### src/rtl/aso_pkg.sv
package aso_pkg;

    localparam int SMP_W = 24;   // sample width
    localparam int MHALF = 32;   // bit slots per half in master codes
    localparam int POS_W = 7;    // slot counter width, covers slave halves

    typedef enum logic [2:0] {
        FMT_RJ16    = 3'd0,
        FMT_RJ18    = 3'd1,
        FMT_RJ20    = 3'd2,
        FMT_RJ24    = 3'd3,
        FMT_LJ      = 3'd4,
        FMT_I2S     = 3'd5,
        FMT_LJ_SLV  = 3'd6,
        FMT_I2S_SLV = 3'd7
    } fmt_e;

    localparam fmt_e FMT_DEF = FMT_RJ20;

    typedef struct packed {
        logic [SMP_W-1:0] l;
        logic [SMP_W-1:0] r;
    } pair_t;

    function automatic logic is_slave(logic [2:0] f);
        return f[2] & f[1];
    endfunction

    function automatic logic is_i2s(logic [2:0] f);
        return (f == FMT_I2S) || (f == FMT_I2S_SLV);
    endfunction

    function automatic int data_bits(logic [2:0] f);
        case (f)
            FMT_RJ16: return 16;
            FMT_RJ18: return 18;
            FMT_RJ20: return 20;
            default:  return SMP_W;
        endcase
    endfunction

    // slot of the MSB inside a half-frame
    function automatic int first_slot(logic [2:0] f);
        if (f < FMT_LJ) return MHALF - data_bits(f);
        return is_i2s(f) ? 1 : 0;
    endfunction

    // data bit driven in slot pos of a half carrying word w
    function automatic logic ser_bit(logic [2:0] f, logic [SMP_W-1:0] w,
                                     logic [POS_W-1:0] pos);
        int p, o, n;
        logic [4:0] k;
        p = int'(pos);
        o = first_slot(f);
        n = data_bits(f);
        if (p >= o && p < o + n) begin
            k = 5'(SMP_W - 1 - (p - o));
            return w[k];
        end
        return 1'b0;
    endfunction

endpackage

### src/rtl/aso_clkgen.sv
module aso_clkgen #(
    parameter int BCLK_DIV = 4
) (
    input  logic clk,
    input  logic rst,
    input  logic slave,
    input  logic bclk_in,
    input  logic lrck_in,
    output logic rise_ev,
    output logic fall_ev,
    output logic bclk_o,
    output logic lrck_s
);
    localparam int HALF  = BCLK_DIV / 2;
    localparam int CNT_W = (BCLK_DIV > 2) ? $clog2(BCLK_DIV) : 1;

    logic [CNT_W-1:0] cnt;
    logic mb;
    logic s1, s2, s3, l1, l2;
    logic m_rise, m_fall;

    assign m_rise = (cnt == CNT_W'(HALF - 1));
    assign m_fall = (cnt == CNT_W'(BCLK_DIV - 1));

    always_ff @(posedge clk) begin
        if (rst) begin
            cnt <= '0;
            mb  <= 1'b0;
            s1  <= 1'b0; s2 <= 1'b0; s3 <= 1'b0;
            l1  <= 1'b0; l2 <= 1'b0;
        end else begin
            s1 <= bclk_in; s2 <= s1; s3 <= s2;
            l1 <= lrck_in; l2 <= l1;
            cnt <= m_fall ? '0 : cnt + 1'b1;
            if (m_rise)      mb <= 1'b1;
            else if (m_fall) mb <= 1'b0;
        end
    end

    assign rise_ev = slave ? (s2 & ~s3) : m_rise;
    assign fall_ev = slave ? (~s2 & s3) : m_fall;
    assign bclk_o  = slave ? s3 : mb;
    assign lrck_s  = l2;
endmodule

### src/rtl/aso_src.sv
module aso_src
    import aso_pkg::*;
(
    input  logic             clk,
    input  logic             rst,
    input  logic [2:0]       fmt,
    input  logic             rx_valid,
    input  logic [SMP_W-1:0] rx_left,
    input  logic [SMP_W-1:0] rx_right,
    input  logic             rx_err,
    input  logic             rx_unlock,
    input  logic             src_aux,
    input  logic             aux_din,
    input  logic             rise_ev,
    input  logic             chan,
    input  logic [POS_W-1:0] pos,
    output pair_t            pend
);
    pair_t good, acap;
    int    p, o;
    logic  in_win;
    logic [4:0] k;

    always_comb begin
        p      = int'(pos);
        o      = is_i2s(fmt) ? 1 : 0;
        in_win = (p >= o) && (p < o + SMP_W);
        k      = 5'(SMP_W - 1 - (p - o));
    end

    always_ff @(posedge clk) begin
        if (rst) begin
            good <= '0;
            acap <= '0;
        end else begin
            if (rx_valid && !rx_err && !rx_unlock)
                good <= {rx_left, rx_right};
            if (rise_ev && in_win) begin
                if (chan) acap.r[k] <= aux_din;
                else      acap.l[k] <= aux_din;
            end
        end
    end

    assign pend = src_aux ? acap : (rx_unlock ? '0 : good);
endmodule

### src/rtl/aso_framer.sv
module aso_framer
    import aso_pkg::*;
(
    input  logic             clk,
    input  logic             rst,
    input  logic [2:0]       fmt,
    input  logic             fall_ev,
    input  logic             lrck_s,
    input  pair_t            pend,
    output logic             chan,
    output logic [POS_W-1:0] pos,
    output logic             start_ev,
    output pair_t            words,
    output logic             sdata,
    output logic             lrck_o
);
    logic             slv, left_lvl, lr_prev;
    logic             nchan, nstart;
    logic [POS_W-1:0] npos;
    logic [SMP_W-1:0] wsel;

    assign slv      = is_slave(fmt);
    assign left_lvl = ~is_i2s(fmt);

    always_comb begin
        nchan  = chan;
        npos   = pos;
        nstart = 1'b0;
        if (slv) begin
            if (lrck_s != lr_prev) begin
                nchan  = (lrck_s != left_lvl);
                npos   = '0;
                nstart = (lrck_s == left_lvl);
            end else if (pos != '1) begin
                npos = pos + 1'b1;
            end
        end else if (pos >= POS_W'(MHALF - 1)) begin
            npos   = '0;
            nchan  = ~chan;
            nstart = chan;
        end else begin
            npos = pos + 1'b1;
        end
        if (nstart)     wsel = pend.l;
        else if (nchan) wsel = words.r;
        else            wsel = words.l;
    end

    assign start_ev = fall_ev & nstart;

    always_ff @(posedge clk) begin
        if (rst) begin
            chan    <= 1'b1;
            pos     <= POS_W'(MHALF - 1);
            lr_prev <= 1'b0;
            words   <= '0;
            sdata   <= 1'b0;
            lrck_o  <= 1'b0;
        end else if (fall_ev) begin
            chan    <= nchan;
            pos     <= npos;
            lr_prev <= lrck_s;
            if (nstart) words <= pend;
            sdata   <= ser_bit(fmt, wsel, npos);
            lrck_o  <= nchan ? ~left_lvl : left_lvl;
        end
    end
endmodule

### src/rtl/aud_ser_out.sv
module aud_ser_out
    import aso_pkg::*;
#(
    parameter int BCLK_DIV = 4
) (
    input  logic        clk,
    input  logic        rst,
    input  logic        fmt_we,
    input  logic [2:0]  fmt_wdata,
    input  logic        src_aux,
    input  logic        rx_valid,
    input  logic [23:0] rx_left,
    input  logic [23:0] rx_right,
    input  logic        rx_err,
    input  logic        rx_unlock,
    input  logic        aux_din,
    input  logic        bclk_in,
    input  logic        lrck_in,
    output logic        bclk_out,
    output logic        lrck_out,
    output logic        sdata_out
);
    fmt_e             fmt_q;
    logic             rise_ev, fall_ev, lrck_s, chan, frm_start;
    logic [POS_W-1:0] pos;
    pair_t            pend, out_words;

    always_ff @(posedge clk) begin
        if (rst)         fmt_q <= FMT_DEF;
        else if (fmt_we) fmt_q <= fmt_e'(fmt_wdata);
    end

    aso_clkgen #(.BCLK_DIV(BCLK_DIV)) u_clk (
        .clk(clk), .rst(rst), .slave(is_slave(fmt_q)),
        .bclk_in(bclk_in), .lrck_in(lrck_in),
        .rise_ev(rise_ev), .fall_ev(fall_ev),
        .bclk_o(bclk_out), .lrck_s(lrck_s)
    );

    aso_src u_src (
        .clk(clk), .rst(rst), .fmt(fmt_q),
        .rx_valid(rx_valid), .rx_left(rx_left), .rx_right(rx_right),
        .rx_err(rx_err), .rx_unlock(rx_unlock),
        .src_aux(src_aux), .aux_din(aux_din),
        .rise_ev(rise_ev), .chan(chan), .pos(pos), .pend(pend)
    );

    aso_framer u_frm (
        .clk(clk), .rst(rst), .fmt(fmt_q),
        .fall_ev(fall_ev), .lrck_s(lrck_s), .pend(pend),
        .chan(chan), .pos(pos), .start_ev(frm_start),
        .words(out_words), .sdata(sdata_out), .lrck_o(lrck_out)
    );
endmodule

### config.mk
export PLATFORM = sky130hd
export DESIGN_NAME = aud_ser_out
export DESIGN_NICKNAME = d
export VERILOG_FILES = /design/src/rtl/aso_pkg.sv /design/src/rtl/aso_clkgen.sv /design/src/rtl/aso_src.sv /design/src/rtl/aso_framer.sv /design/src/rtl/aud_ser_out.sv
export SDC_FILE = /design/constraint.sdc
export NUM_CORES = 1
export LEC_CHECK = 0
export ABC_CLOCK_PERIOD_IN_PS = 4800
export BUFFER_PORTS_ARGS = -buffer_cell sky130_fd_sc_hd__buf_2
export CELL_PAD_IN_SITES_DETAIL_PLACEMENT = 0
export CELL_PAD_IN_SITES_GLOBAL_PLACEMENT = 1
export CORE_MARGIN = 4
export CORE_UTILIZATION = 24
export CTS_CLUSTER_DIAMETER = 40
export DETAILED_ROUTE_END_ITERATION = 8
export GPL_TIMING_DRIVEN = 0
export PLACE_DENSITY = 0.53
export SYNTH_ARGS = -nofsm -noshare
export SYNTH_HDL_FRONTEND = slang
export SYNTH_SLANG_ARGS = --single-unit
### constraint.sdc
create_clock -name clk -period 4.8 [get_ports clk]
set_input_delay 0.24 -clock clk [delete_from_list [all_inputs] [get_ports clk]]
set_output_delay 0.24 -clock clk [all_outputs]
set_load 0.02 [all_outputs]
Yosys cells after proc, flatten, opt, wreduce, memory -nomap -nowiden
Index checks and enable logic that the tools add are counted.
- add/sub/neg operators: 9
- order comparisons: 9
- equality and inequality tests: 10
- mux-type cells: 45
- bitwise operators: 7
- reductions and logical operators: 15
- operators with widths (cell ; count):
    2-to-1 mux 32 bit ; 9
    2-to-1 mux 48 bit ; 2
    less-than comparator 8 x 32 -> 1 bit ; 2
    bitwise mux 24 bit ; 2
    2-to-1 mux 24 bit ; 2
    adder 32 bit ; 1
    adder 32 x 6 -> 32 bit (second input constant) ; 1
    >= comparator 8 x 32 -> 1 bit ; 1
    subtractor 7 x 32 -> 32 bit (first input constant) ; 1
    2-to-1 mux 7 bit ; 4
    2-to-1 mux 1 bit ; 23
    less-than comparator 5 x 6 -> 1 bit (second input constant) ; 2
    one-hot mux 4 bit (3 select lines) ; 1
    subtractor 5 bit ; 2
    subtractor 5 bit (first input constant) ; 2
    adder 7 x 1 -> 7 bit (second input constant) ; 1
    >= comparator 7 x 1 -> 1 bit ; 1
    >= comparator 7 x 5 -> 1 bit (second input constant) ; 1
    inequality test 7 bit (second input constant) ; 1
    equality test 3 bit (second input constant) ; 2
    logical AND 1 bit ; 6
    AND reduction 2 bit ; 3
    binary-select mux 1 bit (select 5 bit) ; 1
    demux 1 bit (select 5 bit) ; 1
    16 further kinds ; 23
- register bits: 166
- input port bits: 61
- output and inout port bits: 3
- word-level logic and storage cells: 114

Depth between registers and ports, before layout
Gate-level depths: netlist (run 1).
- depth in word-level cells: 17
- gate-level depth with buffers: 19
- mapped depth without buffers: 16

Modules after synthesis
A second synthesis (run 1) with hierarchy kept.
- cell total of the unflattened synthesis: 1143
- area, all modules: 8833.5 µm²
- modules (own cells, without submodules) (module ; instances ; cells an instance ; area an instance (µm²) ; seq. area each (µm²)):
    aso_src ; 1 ; 629 ; 4872.2 ; 1921.8
    aso_framer ; 1 ; 477 ; 3563.4 ; 1181.1
    aso_clkgen ; 1 ; 27 ; 289.0 ; 160.2
    aud_ser_out ; 1 ; 10 ; 108.9 ; 60.1

Least setup slack after synthesis (run 1)
No wires, ideal clock.
- kind: register to register
- start point: register fmt_q[2]
- end point: register u_frm.sdata
- library setup time: 0.136 ns
- data arrival time: 3.879 ns
- required time: 4.664 ns
- path slack: 0.786 ns
- stages on the path, launching flop included: 17
- path buffers: 3
- period minus slack after synthesis: 4.014 ns
- path through: dfxtp_1 buf_2 nand2_1 clkbuf_1 nor3_1 nand3_1 o21ai_0 ha_1 ha_1 fa_1 clkbuf_1 nor2_1 o21a_1 o41ai_1 o41ai_1 o41ai_1 o211ai_1
- elaborated cells on any way between the ends: 47
- classes of those cells: 4 x add/sub; 3 x order compare; 6 x eq/ne; 29 x mux; 2 x bitwise; 3 x reduce/logical
- RTL lines (element ; line ; source):
    start, declared ; aud_ser_out.sv:23 ; fmt_e fmt_q;
    start signal, assigned ; aud_ser_out.sv:30 ; else if (fmt_we) fmt_q <= fmt_e'(fmt_wdata);
    AND 1 bit (*) ; aso_pkg.sv:26 ; return f[2] & f[1];
    2-to-1 mux 7 bit (*) ; aso_framer.sv:29 ; if (slv) begin
    net u_frm.npos[1] ; aso_framer.sv:19 ; logic [POS_W-1:0] npos;
    subtractor 5 bit (tied with other cells) ; aso_pkg.sv:57 ; k = 5'(SMP_W - 1 - (p - o));
    subtractor 5 bit / logical AND 1 bit (equally long branches) ; aso_pkg.sv:57, aso_pkg.sv:56 ;
    binary-select mux 1 bit (select 5 bit) / 2-to-1 mux 1 bit (equally long branches) ; aso_pkg.sv:58, aso_pkg.sv:56 ;
    2-to-1 mux 1 bit, on equally long branches ; aso_pkg.sv:58, aso_framer.sv:59 ;
    2-to-1 mux 1 bit, on equally long branches ; aso_pkg.sv:56, aso_framer.sv:52 ;
    2-to-1 mux 1 bit (*) ; aso_pkg.sv:60 ; return 1'b0;
    end signal, assigned ; aso_framer.sv:64 ; sdata <= ser_bit(fmt, wsel, npos);
    end, declared ; aso_framer.sv:14 ; output logic sdata,
Mark *: on every way through the listed nets, which the timed path passes. The rest lies on a longest branch. The select of a mux whose other input is x is not followed.
A chain may end at the register's enable or synchronous reset.

Worst setup path in the final report (run 1)
- start point: register fmt_q[2]
- end point: register u_frm.sdata
- word-level cells in the longest chain between the ends: 17
- elaborated cells on any way between the ends: 47
- classes of those cells: 4 x add/sub; 3 x order compare; 6 x eq/ne; 29 x mux; 2 x bitwise; 3 x reduce/logical
- RTL lines (element ; line ; source):
    equality test 3 x 2 -> 1 bit (tied with other cells) ; aso_pkg.sv:34 ; case (f)
    one-hot mux 4 bit (3 select lines) ; aso_pkg.sv:34 ;
    2-to-1 mux 32 bit ; aso_pkg.sv:44 ; if (f < FMT_LJ) return MHALF - data_bits(f);
    2-to-1 mux 32 bit ; aso_framer.sv:59 ; end else if (fall_ev) begin
    2-to-1 mux 32 bit ; aso_framer.sv:52 ; if (rst) begin
    subtractor 7 x 32 -> 32 bit ; aso_pkg.sv:44 ;
    2-to-1 mux 32 bit ; aso_pkg.sv:44 ;
    2-to-1 mux 32 bit ; aso_pkg.sv:45 ; return is_i2s(f) ? 1 : 0;
    2-to-1 mux 32 bit ; aso_framer.sv:59 ;
    2-to-1 mux 32 bit ; aso_framer.sv:52 ;
    adder 32 bit ; aso_pkg.sv:56 ; if (p >= o && p < o + n) begin
    less-than comparator 8 x 32 -> 1 bit ; aso_pkg.sv:56 ;
    logical AND 1 bit ; aso_pkg.sv:56 ;
    2-to-1 mux 1 bit ; aso_pkg.sv:56 ;
    2-to-1 mux 1 bit ; aso_framer.sv:59 ;
    2-to-1 mux 1 bit ; aso_framer.sv:52 ;
    2-to-1 mux 1 bit ; aso_pkg.sv:60 ;
Parallel ways exist; a longest one is shown, timed or not. The select of a mux whose other input is x is not followed.

==> results.sh, run 1 <==
export IMPL_ys_ff_latch=166
export IMPL_start_util=0.2458
export IMPL_antenna_found_initial=0
export IMPL_tightest_slew_ns=1.276
export IMPL_critical_path_top_delay_family="compound AO/OA/AOI/OAI gates"
export IMPL_synth_seq_area_share=0.3764
export IMPL_fin_crit_ns=4.564
export IMPL_drtIter0Drc=482
export IMPL_r2r_slack_ns=0.24
export IMPL_async_flop_share=0
export IMPL_reg2reg_depth=15
export IMPL_r2r_end="u_frm.sdata"
export IMPL_path_buf_inv=2
export IMPL_via_count=8057
export IMPL_grt_max_degree=17
export IMPL_io_buffers=61
export IMPL_synthCells=1100
export IMPL_die_area_mm2=0.03992
export IMPL_p_seq_frac=0.392
export IMPL_wl_um=31240
export IMPL_dp_hpwl_um=23970
export IMPL_cts_sink_count=166
export IMPL_final_nets=1270
export IMPL_timing_rr_start="fmt_q[2]"
export IMPL_grt_remaining_overflow=0
export IMPL_wire_per_inst_um=18.85
export IMPL_power_leakage_nw=3.915
export IMPL_final_cell_mix="166 x dfxtp_1, 162 x nand2_1, 125 x a21oi_1"
export IMPL_ys_warn_count=0
export IMPL_min_to="fmt_q[1]"
export IMPL_crit_path_end_kind="flop"
export IMPL_outcome="finished, final reports clean"
export IMPL_post_route_period_util=0.9509
export IMPL_ys_types=75
export IMPL_crit_type="reg2reg"
export IMPL_yosysTopAreaCellShare=0.3764
export IMPL_syn_cell_area_mm2=0.008828
export IMPL_hp_class="in2reg"
export IMPL_whs_path_depth=2
export IMPL_finalInstanceArea_mm2=0.01048
export IMPL_synth_avg_cell_area_um2=8.026
export IMPL_worstPathArrival_ns=4.94
export IMPL_cp_slowest_cell="fa_1"
export IMPL_cts_htree_levels=4
export IMPL_synthTopCellsByArea="dfxtp_1 38%, a21oi_1 7.1%, nand2_1 6.9%, mux2i_1 5.7%, nor2_1 5.1%"
export IMPL_clockPowerShare=0.439
export IMPL_critical_path_cell_chain="buf_2 -> and2_2 -> nand3_1 -> o31a_1 -> o22ai_2 -> o21ai_0 -> ha_1 -> fa_1 -> buf_2 -> nor2_1 -> a21o_1 -> a211oi_1 -> o21ai_0 -> or4_1 -> o211ai_1"
export IMPL_hold_violations=0
export IMPL_grt_pass1_wl_um=47180
export IMPL_cts_buffers=17
export IMPL_drt_pass1_iterations=5
export IMPL_switchingPower_mw=1.093
export IMPL_rsz0062_at_grt="no"
export IMPL_gp_congestion=0.8810
export IMPL_whs_ns=0.02361
export IMPL_synth_edf_count=0
export IMPL_final_common_cell="dfxtp_1"
export IMPL_core_area_mm2=0.03591
export IMPL_post_cts_buffers=0
export IMPL_synth_main_ff_cell="dfxtp_1"
export IMPL_die_y_um=199.8
export IMPL_die_w_um=199.8
export IMPL_yosys_area_top_type="dfxtp_1"
export IMPL_max_freq_ghz=0.2191
export IMPL_required_ns=5.17
export IMPL_cpPeakStageDelay_ns=0.54
export IMPL_crit_fanout=10
export IMPL_grt_pass1_vias=7835
export IMPL_place_area_mm2=0.009714
export IMPL_powerDensity_mw_per_mm2=359.5
export IMPL_drcViolationCount=0
export IMPL_max_slew_margin=0.1469
export IMPL_ios=64
export IMPL_p_sw_frac=0.2902
export IMPL_areaGrowthSynthToFinish_pct=18.66
export IMPL_clock_root_buffer="clkbuf_16"
export IMPL_via_per_inst=4.862
export IMPL_clock_path_buffers=2
export IMPL_final_antenna_net_count=0
export IMPL_hp_start="fmt_wdata[1]"
export IMPL_cts_tree="built"
export IMPL_grt_usage=0.1551
export IMPL_p_int_mw=2.673
export IMPL_cts_clk_slew_worst_paths_ns=0.08
export IMPL_crit_path_start_kind="flop"
export IMPL_drive_above_1_share=0.1222
export IMPL_setup_viol_count_final=0
export IMPL_rows=69
export IMPL_maxCapViolations=0
export IMPL_drv_slew=0
export IMPL_power_frac_comb=0.169
export IMPL_startpoint="fmt_q[2]"
export IMPL_max_vdd_ir_drop_uv=275.1
export IMPL_skew_ns=0.02271
export IMPL_insertion_delay_ns=0.45
power by group through the flow:
stage,clock network (mW),registers [mW],logic [mW]
after floorplan,0,1.49,0.434
after global placement,0,1.51,0.628
after detailed placement,0,1.51,0.624
after CTS,1.70,1.48,0.633
after global routing,1.74,1.48,0.701
final,1.65,1.48,0.637
metal layers:
layer  global-route usage  up-vias  part of all wire
met4              0.05358        0             0.024
met3              0.02333       25             0.036
met2               0.2354      167              0.44
met5                    0        -                 0
li1                     -     4056                 -
met1               0.2248     3809              0.50
state kept, by name, summed over array words and instances (netlist names):
name	flops
u_frm.words	48
u_src.acap	48
u_src.good	48
u_frm.pos	7
fmt_q	3
u_clk.cnt	2
u_clk.l1	1
u_clk.lrck_s	1
u_clk.mb	1
u_clk.s1	1
u_clk.s2	1
u_clk.s3	1
u_frm.chan	1
u_frm.lr_prev	1
u_frm.lrck_o	1
u_frm.sdata	1
cell usage after synthesis (3+ instances only):
master and number:
a211oi_1 59, o41ai_1 5, and3_1 12, dfxtp_1 166, nor2b_1 18, o21ai_0 39, a2111oi_0 3, o221ai_1 3
nor3b_1 48, xnor2_1 5, and3b_1 3, nand4_1 6, a22oi_1 6, mux4_2 5, buf_1 9, a211o_1 5
mux2_2 3, nor2_1 121, o22ai_1 8, nand2_1 163, inv_1 15, nand3b_1 4, a21o_1 5, nand3_1 10
xor2_1 4, a21oi_1 125, and2_1 8, clkbuf_1 66, mux2i_1 50, nor3_1 13, o21a_1 6, buf_2 14
ha_1 25, o31a_1 3, nand2b_1 16
worst max-delay path by stage:
stage	to	slack, ns	depth (start not counted)
final	u_frm.sdata	0.24	15
after global routing	u_frm.sdata	0.0003	17
after floorplan	u_frm.sdata	0.79	16
after CTS	u_frm.sdata	0.01	16
after global placement	u_frm.sdata	-0.85	16
after detailed placement	u_frm.sdata	-0.73	16
repair_timing:
action | in CTS | in global routing
hold buffers | 1 | 0
endpoints found under the hold margin | 1 | 0
setup endpoints to repair | 1 | 1
gates resized for setup | 11 | 9
gates cloned | 0 | 0
kinds of logic (layout without fill, tap and decap cells):
| logic type | count (synthesis) | in the layout | share of synthesized area |
|---|---|---|---|
| simple gates | 437 | 437 | 0.2377 |
| mux | 59 | 59 | 0.07455 |
| compound gates | 295 | 295 | 0.2137 |
| buf+inv | 106 | 200 | 0.04833 |
| flops | 166 | 166 | 0.3764 |
| xor+xnor | 9 | 9 | 0.008928 |
| other cells | 1 | 3 | 0.0004248 |
| fa+ha+maj | 27 | 27 | 0.03997 |
stage by stage:
step | power (mW) | cells | utilization | TNS (ns) | setup slack, ns
2_1_floorplan | 1.919 | 1101 | - | 0 | 0.7856
3_3_place_gp | 2.134 | 1623 | 0.2705 | -0.8520 | -0.8520
3_5_place_dp | 2.131 | 1623 | 0.2705 | -0.7304 | -0.7304
4_1_cts | 3.805 | 1656 | 0.2910 | 0 | 0.01344
5_1_grt | 3.919 | 1656 | 0.2916 | 0 | 0.0003020
6_report | 3.766 | 1657 | 0.2917 | 0 | 0.2355
final cells by class:
class                   count  area, um^2
repair buffers             62       315.3
clock inverters            14       260.3
multi-input cells         829        5121
diodes                      1       2.502
inverters                  15       56.30
flip-flops and latches    166        3323
plain buffers              91       381.6
well taps                 461       576.8
clock buffers              18       439.2
fillers                  3980       25440
Note: power is estimated with default switching activity, not from simulation.
==> run 2: changes to the inputs <==
--- a/config.mk
+++ b/config.mk
@@ -14,7 +14,9 @@
 export CTS_CLUSTER_DIAMETER = 40
 export DETAILED_ROUTE_END_ITERATION = 8
 export GPL_TIMING_DRIVEN = 0
+export MAX_ROUTING_LAYER = met4
 export PLACE_DENSITY = 0.53
+export RECOVER_POWER = 50
 export SYNTH_ARGS = -nofsm -noshare
 export SYNTH_HDL_FRONTEND = slang
 export SYNTH_SLANG_ARGS = --single-unit
==> run 2 against run 1 <==
Against the previous run:
- sequential share of layout area is 0.065 points higher
- clock-buffer cell count did not move
- combinational power hardly changed
- non-clock buffer count is the same
- hold slack improved by 0.0012 ns
- register-to-register slack about the same
- critical endpoint unchanged
- largest power group unchanged
==> results.sh, run 2 (synthesis results as in run 1) <==
export IMPL_crit_path_start_kind="flop"
export IMPL_crit_path_end_kind="flop"
export IMPL_drcViolationCount=0
export IMPL_drtIter0Drc=450
export IMPL_die_y_um=199.8
export IMPL_die_w_um=199.8
export IMPL_final_core_util=0.2911
export IMPL_fin_crit_ns=4.575
export IMPL_worstPathArrival_ns=4.89
export IMPL_rsz0062_at_grt="no"
export IMPL_cts_tree="built"
export IMPL_cts_htree_levels=4
export IMPL_die_area_mm2=0.03992
export IMPL_max_freq_ghz=0.2186
export IMPL_cts_sink_count=166
export IMPL_diodes=0
export IMPL_skew_ns=0.02221
export IMPL_grt_pass1_vias=7829
export IMPL_powerDensity_mw_per_mm2=359.6
export IMPL_core_area_mm2=0.03591
export IMPL_whs_path_depth=2
export IMPL_place_area_mm2=0.009714
export IMPL_dp_cells=1623
export IMPL_final_antenna_net_count=0
export IMPL_antenna_found_initial=0
export IMPL_ios=64
export IMPL_startpoint="fmt_q[2]"
export IMPL_multi_input_area_mm2=0.005114
export IMPL_grt_remaining_overflow=0
export IMPL_wire_per_inst_um=18.81
export IMPL_timing_rr_start="fmt_q[2]"
export IMPL_via_count=8046
export IMPL_grt_usage=0.1598
export IMPL_grt_max_degree=17
export IMPL_post_route_period_util=0.9532
export IMPL_drt_pass1_iterations=5
export IMPL_crit_fanout=10
export IMPL_setup_viol_count_final=0
export IMPL_outcome="finished, final reports clean"
export IMPL_hp_class="in2reg"
export IMPL_gp_congestion=0.8957
export IMPL_tightest_slew_ns=1.293
export IMPL_finalInstanceArea_mm2=0.01046
export IMPL_dp_hpwl_um=23970
export IMPL_max_vdd_ir_drop_uv=274.8
export IMPL_min_to="fmt_q[1]"
export IMPL_crit_type="reg2reg"
export IMPL_insertion_delay_ns=0.45
export IMPL_required_ns=5.12
export IMPL_final_common_cell="dfxtp_1"
export IMPL_via_per_inst=4.859
export IMPL_cts_buffers=17
export IMPL_drive_above_1_share=0.1146
export IMPL_regArea_mm2=0.003323
export IMPL_max_slew_margin=0.1351
export IMPL_clock_root_buffer="clkbuf_16"
export IMPL_rows=69
export IMPL_r2r_slack_ns=0.22
export IMPL_r2r_end="u_frm.sdata"
export IMPL_cts_clk_slew_worst_paths_ns=0.08
export IMPL_power_leakage_nw=3.890
export IMPL_post_cts_buffers=0
export IMPL_grt_pass1_wl_um=47210
export IMPL_start_util=0.2458
export IMPL_maxCapViolations=0
export IMPL_fillers=3978
export IMPL_reg_largest_list="u_frm.words x48, u_src.acap x48, u_src.good x48"
export IMPL_final_nets=1270
export IMPL_io_buffers=61
export IMPL_wl_um=31160
export IMPL_instances_no_fill=1656
export IMPL_final_cell_mix="166 x dfxtp_1, 163 x nand2_1, 125 x a21oi_1"
export IMPL_areaGrowthSynthToFinish_pct=18.42
export IMPL_reg2reg_depth=16
export IMPL_hp_start="fmt_wdata[1]"
export IMPL_clock_path_buffers=2
export IMPL_hold_violations=0
export IMPL_drv_slew=0
export IMPL_power_mw=3.759
[run 2: cell types whose count changed in the layout (fill, tap and decap cells not counted), sizes merged]
cell	delta
buf	-11
clkbuf	+11
diode	-1
[run 2: critical path, stage by stage, from the launching register on]
cell      delay [ns]
dfxtp_1         0.36
buf_2           0.24
and2_2          0.29
nand3_1         0.21
o31a_1          0.18
o22ai_2         0.22
o21ai_0         0.26
ha_1            0.34
ha_1            0.23
fa_2            0.63
clkbuf_4        0.25
nor2_1          0.07
o21a_1          0.19
o41ai_2         0.36
o41ai_1         0.15
o41ai_1         0.32
o211ai_1        0.14
[run 2: cell type report]
class | instances | share of cell area
inverter | 15 | 0.005385
timing repair buffer | 62 | 0.02980
tap | 461 | 0.05517
sequential | 166 | 0.3179
clock buffer | 18 | 0.04201
multi-input combinational | 829 | 0.4891
clock inverter | 14 | 0.02489
buffer | 91 | 0.03578
[run 2: stage by stage]
stage / hold slack [ns] / setup slack (ns) / setup TNS (ns)
final: 0.02486 / 0.2247 / 0
after global routing: 0.01835 / 0.0009592 / 0
after CTS: 0.002444 / 0.01344 / 0
after detailed placement: 0.4322 / -0.7304 / -0.7304
after global placement: 0.4315 / -0.8520 / -0.8520
after floorplan: 0.3579 / 0.7856 / 0
[run 2: repair_timing]
item,in CTS,in global routing
resized for setup,11,9
setup endpoints to repair,1,1
hold buffers,1,0
endpoints found under the hold margin,1,0
[run 2: per-layer routing]
layer,vias to the layer above,part of all wire,track usage
met5,-,0,-
met2,179,0.44,0.2357
li1,4057,-,-
met4,0,0.026,0.05384
met3,29,0.036,0.02249
met1,3781,0.50,0.2252
[run 2: power by group]
group / internal [mW] / switching, mW / leakage, nW
combinational: 0.232 / 0.402 / 2.20
clock: 1.01 / 0.641 / 0.341
sequential: 1.43 / 0.0463 / 1.35
[run 2: worst max-delay path by stage]
stage                   to  slack (ns)  cells after the start
2_1_floorplan  u_frm.sdata        0.79                     16
3_3_place_gp   u_frm.sdata       -0.85                     16
3_5_place_dp   u_frm.sdata       -0.73                     16
4_1_cts        u_frm.sdata        0.01                     16
5_1_grt        u_frm.sdata       0.001                     16
6_report       u_frm.sdata        0.22                     16
==> run 3: changes to the inputs <==
--- a/config.mk
+++ b/config.mk
@@ -10,12 +10,12 @@
 export CELL_PAD_IN_SITES_DETAIL_PLACEMENT = 0
 export CELL_PAD_IN_SITES_GLOBAL_PLACEMENT = 1
 export CORE_MARGIN = 4
-export CORE_UTILIZATION = 24
+export CORE_UTILIZATION = 40
 export CTS_CLUSTER_DIAMETER = 40
 export DETAILED_ROUTE_END_ITERATION = 8
 export GPL_TIMING_DRIVEN = 0
 export MAX_ROUTING_LAYER = met4
-export PLACE_DENSITY = 0.53
+export PLACE_DENSITY = 0.77
 export RECOVER_POWER = 50
 export SYNTH_ARGS = -nofsm -noshare
 export SYNTH_HDL_FRONTEND = slang
==> run 3 against run 2 <==
Against the previous run:
- first-iteration DRC count increased by 58%
- maximum frequency decreased by 0.27%
- clock skew decreased by 0.0049 ns
- non-clock buffer count decreased by 1
- global-route usage increased by 6.9 points
- final area decreased by 3.1%
- wire length decreased by 13%
- critical path depth unchanged
- largest power group is now sequential cells
==> results.sh, run 3 (synthesis results as in run 1) <==
export IMPL_post_route_period_util=0.9557
export IMPL_multi_input_area_mm2=0.005097
export IMPL_r2r_slack_ns=0.21
export IMPL_skew_ns=0.01735
export IMPL_dp_worst_setup_slack_ns=-0.4843
export IMPL_wire_per_inst_um=18.41
export IMPL_max_slew_margin=0.2018
export IMPL_instances_no_fill=1474
export IMPL_critical_path_cell_chain="buf_2 -> nand2_1 -> buf_2 -> nor3_1 -> nand3_1 -> nand2_1 -> o21ai_0 -> ha_1 -> fa_1 -> nand2b_1 -> a211oi_1 -> a21o_1 -> a211oi_1 -> o21ai_0 -> or4_1 -> o211ai_1"
export IMPL_grt_pass1_vias=7547
export IMPL_cpPeakStageDelay_ns=0.54
export IMPL_via_count=8140
export IMPL_via_per_inst=5.522
export IMPL_die_y_um=156.6
export IMPL_tightest_slew_ns=1.187
export IMPL_drive_above_1_share=0.1114
export IMPL_outcome="finished, final reports clean"
export IMPL_setup_viol_count_final=0
export IMPL_insertion_delay_ns=0.44
export IMPL_ios=64
export IMPL_worstPathArrival_ns=4.95
export IMPL_io_buffers=61
export IMPL_rows=54
export IMPL_reg_largest_list="u_frm.words x48, u_src.acap x48, u_src.good x48"
export IMPL_fin_crit_ns=4.588
export IMPL_hold_violations=0
export IMPL_clock_path_buffers=2
export IMPL_drv_slew=0
export IMPL_diodes=0
export IMPL_crit_path_start_kind="flop"
export IMPL_cts_sink_count=166
export IMPL_final_common_cell="dfxtp_1"
export IMPL_dp_hpwl_um=20480
export IMPL_regArea_mm2=0.003323
export IMPL_drcViolationCount=0
export IMPL_die_w_um=156.6
export IMPL_wl_um=27140
export IMPL_final_nets=1269
export IMPL_cp_slowest_cell="fa_1"
export IMPL_final_antenna_net_count=0
export IMPL_cts_clk_slew_worst_paths_ns=0.08
export IMPL_crit_path_end_kind="flop"
export IMPL_clock_root_buffer="clkbuf_16"
export IMPL_maxCapViolations=0
export IMPL_drt_pass1_iterations=5
export IMPL_hold_buffers=0
export IMPL_hp_class="in2reg"
export IMPL_rsz0062_at_grt="no"
export IMPL_power_leakage_nw=3.839
export IMPL_setup_ws_ns=0.2125
export IMPL_core_area_mm2=0.02176
export IMPL_crit_fanout=10
export IMPL_place_area_mm2=0.009488
export IMPL_grt_max_degree=20
export IMPL_required_ns=5.17
export IMPL_final_cell_mix="166 x dfxtp_1, 164 x nand2_1, 125 x a21oi_1"
export IMPL_grt_pass1_wl_um=42520
export IMPL_start_util=0.4058
export IMPL_max_freq_ghz=0.2180
export IMPL_powerDensity_mw_per_mm2=349.0
export IMPL_max_vdd_ir_drop_uv=164.1
export IMPL_cts_buffers=17
export IMPL_grt_remaining_overflow=0
export IMPL_die_area_mm2=0.02451
export IMPL_grt_usage=0.2286
export IMPL_path_buf_inv=2
export IMPL_dp_cells=1442
export IMPL_critical_path_top_delay_family="simple AND/OR/NAND/NOR gates"
export IMPL_cts_htree_levels=4
export IMPL_cts_tree="built"
export IMPL_gp_congestion=0.9530
export IMPL_fillers=2265
export IMPL_final_core_util=0.4657
export IMPL_crit_type="reg2reg"
export IMPL_drtIter0Drc=710
export IMPL_antenna_found_initial=0
export IMPL_areaGrowthSynthToFinish_pct=14.77
export IMPL_finalInstanceArea_mm2=0.01013
==> run 3: worst paths after layout <==
path,startpoint,to,depth (start not counted)
worst max register to register,fmt_q[2],u_frm.sdata,16
worst min-delay path,lrck_in,u_clk.l1,2
worst min register to register,u_clk.l1,u_clk.lrck_s,1
worst max-delay path,fmt_q[2],u_frm.sdata,16
==> run 3: area by class of cell <==
class | instances | share of cell area
tap | 280 | 0.03458
multi-input combinational | 829 | 0.5031
buffer | 91 | 0.03668
sequential | 166 | 0.3280
timing repair buffer | 61 | 0.02976
clock inverter | 15 | 0.02038
inverter | 15 | 0.005557
clock buffer | 17 | 0.04199
==> run 3: report_power, final <==
part           leakage [nW]  switching, mW  internal, mW
logic                  2.19          0.384         0.229
registers              1.35         0.0451          1.43
clock network         0.300          0.693         0.756
total                  3.84           1.12          2.41
==> run 3: repair_timing <==
action                     CTS  global route
setup buffers                0             0
gates resized for setup      6            11
setup endpoints to repair    1             1
hold endpoints to repair     0             0
==> run 3: layer usage <==
metal / track usage / routed length [um] / vias up
met4: 0.08884 / 1011 / 0
met1: 0.3228 / 13310 / 3796
met3: 0.03595 / 1159 / 63
li1: - / - / 4042
met5: - / 0 / -
met2: 0.3277 / 11650 / 239
==> run 3: through the flow <==
step | hold slack [ns] | power [mW] | TNS [ns]
floorplan | 0.3579 | 1.919 | 0
global placement | 0.4304 | 2.103 | -0.6129
detailed placement | 0.4301 | 2.104 | -0.4843
CTS | 0.006952 | 3.543 | 0
global route | 0.01251 | 3.682 | 0
finish | 0.01802 | 3.536 | 0
==> run 3: worst register-to-register path, delay by kind of cell (launching register included) <==
kind | cells | cell delay, ns
compound gates | 6 | 1.13
simple gates | 6 | 1.71
fa+ha+maj | 2 | 0.86
flops | 1 | 0.37
buf+inv | 2 | 0.47
